**config.mk**
```make
export PLATFORM = sky130hd
export DESIGN_NAME = bus_cycle_seq
export DESIGN_NICKNAME = d
export VERILOG_FILES = /design/src/rtl/bus_cycle_seq.sv
export SDC_FILE = /design/constraint.sdc
export NUM_CORES = 1
export LEC_CHECK = 0
export BUFFER_PORTS_ARGS = -buffer_cell sky130_fd_sc_hd__buf_4
export CAP_MARGIN = 20
export CORE_ASPECT_RATIO = 0.9
export CORE_UTILIZATION = 35
export CTS_CLUSTER_DIAMETER = 30
export DETAILED_ROUTE_END_ITERATION = 10
export GPL_TIMING_DRIVEN = 0
export PLACE_DENSITY_LB_ADDON = 0.12
export SYNTH_ARGS = -nofsm -noshare
export SYNTH_HDL_FRONTEND = slang
export SYNTH_SLANG_ARGS = --single-unit
```
**constraint.sdc**
```tcl
create_clock -name clk -period 2.4 [get_ports clk]
set_clock_uncertainty 0.15 [all_clocks]
set_input_delay 0.48 -clock clk [delete_from_list [all_inputs] [get_ports clk]]
set_output_delay 0.48 -clock clk [all_outputs]
set_load 0.05 [all_outputs]
```
**src/rtl/bus_cycle_seq.sv**
```systemverilog
module bus_cycle_seq (
  input  logic        clk,
  input  logic        rst_n,
  input  logic        req_valid,
  input  logic [2:0]  req_kind,
  input  logic [19:0] req_addr,
  input  logic [7:0]  req_wdata,
  output logic        req_ready,
  output logic [7:0]  rd_data,
  output logic        done,
  output logic [7:0]  ad_out,
  output logic        ad_oe,
  input  logic [7:0]  ad_in,
  output logic [3:0]  addr_hi,
  output logic [7:0]  addr_mid,
  output logic        ale,
  output logic [2:0]  stat_n,
  input  logic        rdy
);
  typedef enum logic [2:0] {
    S_TI = 3'd0, S_T1 = 3'd1, S_T2 = 3'd2, S_T3 = 3'd3, S_TW = 3'd4, S_T4 = 3'd5
  } phase_t;

  localparam logic [2:0] PASSIVE = 3'b111;

  phase_t      state, state_nx;
  logic [2:0]  cur_kind;
  logic [19:0] cur_addr;
  logic [7:0]  cur_wdata;

  function automatic logic [2:0] code_of(input logic [2:0] k);
    case (k)
      3'd0:    code_of = 3'b100;
      3'd1:    code_of = 3'b101;
      3'd2:    code_of = 3'b110;
      3'd3:    code_of = 3'b001;
      3'd4:    code_of = 3'b010;
      default: code_of = PASSIVE;
    endcase
  endfunction

  wire cur_wr    = (cur_kind == 3'd2) || (cur_kind == 3'd4);
  wire take      = req_valid && req_ready;
  wire last_samp = (state == S_T3 || state == S_TW) && rdy;
  wire data_ph   = (state == S_T2) || (state == S_T3) || (state == S_TW) || (state == S_T4);

  assign req_ready = (state == S_TI) || (state == S_T4);
  assign ale       = (state == S_T1);
  assign addr_mid  = cur_addr[15:8];
  assign addr_hi   = ale ? cur_addr[19:16] : 4'h0;
  assign ad_oe     = ale || (data_ph && cur_wr);
  assign ad_out    = ale ? cur_addr[7:0] : (ad_oe ? cur_wdata : 8'h00);

  always_comb begin
    case (state)
      S_TI, S_T4: stat_n = req_valid ? code_of(req_kind) : PASSIVE;
      S_T1, S_T2: stat_n = code_of(cur_kind);
      default:    stat_n = PASSIVE;
    endcase
  end

  always_comb begin
    case (state)
      S_TI:    state_nx = req_valid ? S_T1 : S_TI;
      S_T1:    state_nx = S_T2;
      S_T2:    state_nx = S_T3;
      S_T3:    state_nx = rdy ? S_T4 : S_TW;
      S_TW:    state_nx = rdy ? S_T4 : S_TW;
      S_T4:    state_nx = req_valid ? S_T1 : S_TI;
      default: state_nx = S_TI;
    endcase
  end

  always_ff @(posedge clk) begin
    if (!rst_n) begin
      state     <= S_TI;
      cur_kind  <= 3'd0;
      cur_addr  <= 20'h0;
      cur_wdata <= 8'h00;
      done      <= 1'b0;
      rd_data   <= 8'h00;
    end else begin
      state <= state_nx;
      done  <= last_samp;
      if (take) begin
        cur_kind  <= req_kind;
        cur_addr  <= req_addr;
        cur_wdata <= req_wdata;
      end
      if (last_samp && !cur_wr) rd_data <= ad_in;
    end
  end
endmodule

```
* After elaboration in Yosys (flattened, before gate mapping)
Index checks and enable logic that the tools add are counted.
Word-level totals: bits in registers 43, latch bits 0, bits in writable memories 0, bits in read-only memories 0, input bits 43, output and inout bits 35, word-level logic and storage cells 47, memories kept 0
Cells by class: $add $sub $neg 0, multiply operators 0, div/mod/pow operators 0, magnitude comparators 0, equal/unequal tests 13, shift operators 0, multiplexer cells 10, bitwise gates (word level) 0, reductions and logical operators 18
Operators with widths (count):
- $pmux 3 s5 | 2
- $eq 3x2->1 const B | 6
- $mux 8 | 2
- $eq 3x3->1 const B | 4
- $pmux 3 s4 | 1
- $eq 3x1->1 const B | 3
- $logic_not 3->1 | 3
- $logic_or 1x1->1 | 7
- $pmux 3 s2 | 1
- $reduce_or 2->1 | 3
- $logic_and 1x1->1 | 4
- $mux 4 | 1
- $mux 3 | 1
- $mux 1 | 2
- $logic_not 1->1 | 1

* Logic depth before layout (Yosys ltp)
word-level depth 8, depth in mapped cells 5, depth with buffers taken out 3

* Least setup slack after synthesis
Ideal clock, no wire load.
kind register to output, from reg state[1], to out stat_n[0], arrival time 1.755 ns, data required time 1.770 ns, slack 0.015 ns, stages on the path, launching flop included 4, buffers on the path 1, cells stage by stage dfxtp_1 -> buf_4 -> or3_1 -> o221ai_1
Between the ends: word-level cells in the longest chain between the ends 3, elaborated cells on any way between the ends 7, those cells by class eq/ne (3); mux (1); reduce/logical (3)
RTL lines:
- start: declaration | line 26 | phase_t state, state_nx;
- start signal: assignment | line 83 | state <= state_nx;
- $eq 3x1->1, or another cell as far along | line 55 | case (state)
- $reduce_or 2->1, on equally long branches
- $pmux 3 s2 (*) | line 55
- end: declaration | line 17 | output logic [2:0] stat_n,
Mark *: on every way between the ends. The rest lies on a longest branch, timed or not.

* Worst setup path in the final report
from reg state[1], to out ad_out[4]
Between the ends: word-level cells in the longest chain between the ends 8, elaborated cells on any way between the ends 12, those cells by class eq/ne (5); mux (2); reduce/logical (5)
RTL lines:
- $eq 3x2->1 | line 45 | wire data_ph = (state == S_T2) || (state == S_T3) || (state == S_TW) || (state == S_T4);
- $logic_or 1x1->1 (3 in a row) | line 45
- $logic_and 1x1->1 | line 51 | assign ad_oe = ale || (data_ph && cur_wr);
- $logic_or 1x1->1 | line 51
- $mux 8 | line 52 | assign ad_out = ale ? cur_addr[7:0] : (ad_oe ? cur_wdata : 8'h00);
- $mux 8 (*) | line 52
- end: declaration | line 11 | output logic [7:0] ad_out,
Marks and branches as above.

==> results.py <==
metrics = {
    "clock_network": {
        "cts_root_buf": "clkbuf_8",
        "cts_tree": "built",
        "clk_pin_slew_ps": 80,
        "insertion_delay_ps": 290,
        "cts_buffers": 5,
        "htree_levels": 2,
        "cts_max_path_buffers": 2,
        "cts_num_sinks": 43,
    },
    "layout": {
        "num_antenna_cells": 0,
        "mostFrequentLayoutCell": "buf_4",
        "drive_gt1_frac": 0.3252,
        "layout_common_cells": "87 x buf_4, 78 x nand2_1, 42 x dfxtp_1, 40 x mux2i_1, 10 x clkbuf_1",
        "area_growth_pct": 37.84,
        "final_util": 0.5108,
        "finalNetCount": 371,
    },
    "global_route": {
        "grt_max_degree": 13,
        "grt_util_all_layers": 0.1612,
        "grt_pass1_vias": 1677,
        "grt_pass1_wl_um": 8280,
        "antenna_found_initial": 0,
        "grt_overflow_total": 0,
    },
    "routing": {
        "wl_met2_um": 2198,
        "wl_um": 5056,
        "vias": 1865,
        "drcViolationCount": 10,
        "wl_per_cell_um": 12.67,
        "ant_nets": 0,
        "routed_via_density": 4.674,
        "dr.pass1.iters": 7,
        "first_iter_violations": 68,
        "met3WireLength_um": 296,
        "met1_length_um": 2507,
        "dr.max_layer_used": "met4",
    },
    "timing": {
        "setup_violations": 0,
        "maxSlewViolCount": 0,
        "hold_viol_final": 0,
        "worstMarginPinSlew_ps": 491.1,
        "period_needed_ps": 2315,
        "finalCritPeriodShare": 0.9646,
        "tns_ps": 0,
        "rsz0062_at_grt": "no",
        "slew-limit-headroom": 0.6726,
        "fmax_mhz": 431.9,
    },
    "min_path": {
        "holdPathStages": 3,
        "holdPathEnd": "cur_addr[8]$_SDFFE_PN0P_",
        "min_from": "req_addr[8]",
        "hold_path_class": "in -> reg",
    },
    "logic_synthesis": {
        "synth_area_um2": 2146,
        "synth_top_cell_by_area": "dfxtp_1",
        "yosys_register_bits": 43,
        "avgSynthCellArea_um2": 8.830,
        "yosys_warnings": 0,
        "synth_top_area_share": 0.4012,
        "synth_seq_area_share": 0.4012,
        "synth_cell_types": 33,
        "syn_inst": 243,
        "netlist_top_cells_area": "dfxtp_1 40%, mux2i_1 19%, nand2_1 14%",
        "syn-num-nets": 286,
    },
    "setup_path": {
        "crit_path_end_kind": "output pin",
        "cp_slowest_cell": "dfxtp_4",
        "reg2reg_setup_slack_ps": 820,
        "crit_family": "buffers and inverters",
        "cpMostUsedCell": "buf_4",
        "cp_slowest_stage_delay_ps": 370,
        "cp_max_fo": 10,
        "crit_chain": "buf_4, xnor2_2, nor3_4, buf_12, a22o_1, buf_4",
        "r2r-start": "state[2]$_SDFF_PN0_",
        "crit_type": "reg -> out",
        "path_buf_inv": 3,
        "start_kind": "register",
        "rr_worst_depth": 5,
        "arrival_ps": 1690,
        "timing.rr.end": "rd_data[2]$_SDFFE_PN0P_",
        "crit_required_ps": 1770,
    },
    "outcome": {
        "violations": "DRC",
        "status": "complete, but fails checks",
    },
    "place": {
        "dpl.hpwl_um": 3714,
        "port_buffers": 76,
        "place_congestion": 0.7483,
    },
    "job": {
        "maxCapViolations": 0,
    },
    "floorplanning": {
        "die_area_um2": 6448,
        "row_count": 26,
        "top_level_ports": 78,
        "initial_core_util": 0.3706,
        "dieWidth_um": 84.54,
        "core_um2": 5791,
        "die_y_um": 76.28,
    },
    "power": {
        "p_leak_nw": 1.338,
        "peakVddDrop_uv": 341.5,
        "powerDensity_nw_per_um2": 687.4,
    },
}
## cells by family (layout without fill, tap and decap cells)
| logic type | Yosys count | after routing | share of synthesized area |
|---|---|---|---|
| buf+inv | 30 | 116 | 0.08512 |
| xor+xnor | 3 | 3 | 0.01225 |
| simple gates | 106 | 106 | 0.2373 |
| mux | 40 | 40 | 0.1866 |
| flops | 43 | 43 | 0.4012 |
| compound gates | 21 | 21 | 0.07755 |
## worst register-to-register path, delay by kind of cell, from the launching register on
kind                   cells  cell delay [ps]
AO/OA/AOI/OAI              1              230
buffers and inverters      2              350
flip-flops                 1              350
multiplexers               1              190
AND/OR/NAND/NOR            1              240
## stage by stage
stage	std cells	power [mW]	setup slack, ps	hold slack, ps	instance area [µm²]
global placement	389	1.530	89.12	288.3	2804
finish	399	2.033	84.85	287.7	2958
global route	399	2.141	5.641	279.8	2958
CTS	399	2.052	37.55	278.6	2942
floorplan	243	1.330	14.67	280.1	2146
detailed placement	389	1.535	83.21	295.8	2804
## registers in the layout, summed over array words and instances, names as in the netlist
signal     count
cur_addr      20
cur_kind       3
cur_wdata      8
done           1
rd_data        8
state          3
## timing repair
| action | CTS | global route |
|---|---|---|
| resized for setup | 3 | 4 |
| endpoints found under the setup margin | 14 | 13 |
| pin swaps | 1 | 0 |
| buffers inserted | 2 | 0 |
| gates cloned | 0 | 0 |
| hold buffers | 0 | 0 |
## how the worst max path moves through the flow
stage | depth (start not counted) | endpoint | startpoint
global placement | 5 | ad_out[4] | state[0]$_SDFF_PN0_
finish | 6 | ad_out[4] | state[1]$_SDFF_PN0_
CTS | 5 | ad_out[4] | state[0]$_SDFF_PN0_
detailed placement | 5 | ad_out[4] | state[0]$_SDFF_PN0_
floorplan | 3 | stat_n[0] | state[1]$_SDFF_PN0_
global route | 6 | ad_out[0] | state[1]$_SDFF_PN0_
## per-layer routing
| metal | global-route usage | vias up |
|---|---|---|
| li1 | - | 979 |
| met1 | 0.2302 | 832 |
| met2 | 0.2390 | 50 |
| met3 | 0.03792 | 4 |
| met4 | 0.05085 | 0 |
| met5 | 0 | - |
## synth_stat cells
cell type / instances
and3_1: 3
buf_6: 4
mux2i_1: 40
or3_1: 1
and2_1: 5
and3b_1: 3
nand2_1: 78
o21ai_0: 1
buf_4: 10
o221a_1: 1
xnor2_1: 3
or2_1: 2
clkbuf_1: 9
buf_2: 2
nor4_4: 1
nand2b_1: 1
a211oi_1: 2
nor3b_2: 1
o211ai_1: 1
a221o_1: 1
nor3_1: 1
nor2_1: 1
nor3b_1: 5
o221ai_1: 2
a21oi_1: 3
dfxtp_1: 43
inv_2: 1
nor3_4: 1
o2111ai_1: 1
o22ai_1: 1
a22o_1: 8
inv_1: 4
nor2b_1: 3
## area by class of cell
type                       instances  area (µm²)
fill                             573        2833
multi-input combinational        170        1116
sequential                        43       864.6
timing repair buffer              78       598.1
buffer                            25       172.7
clock buffer                       8       100.1
tap                               70       87.58
inverter                           5       18.77
## where the power goes
group | internal, mW | switching, mW | total, mW
Sequential | 0.782 | 0.0486 | 0.831
Combinational | 0.296 | 0.411 | 0.707
Clock | 0.263 | 0.232 | 0.495
Total | 1.34 | 0.692 | 2.03
No activity file was read; power rests on OpenSTA's default activity.
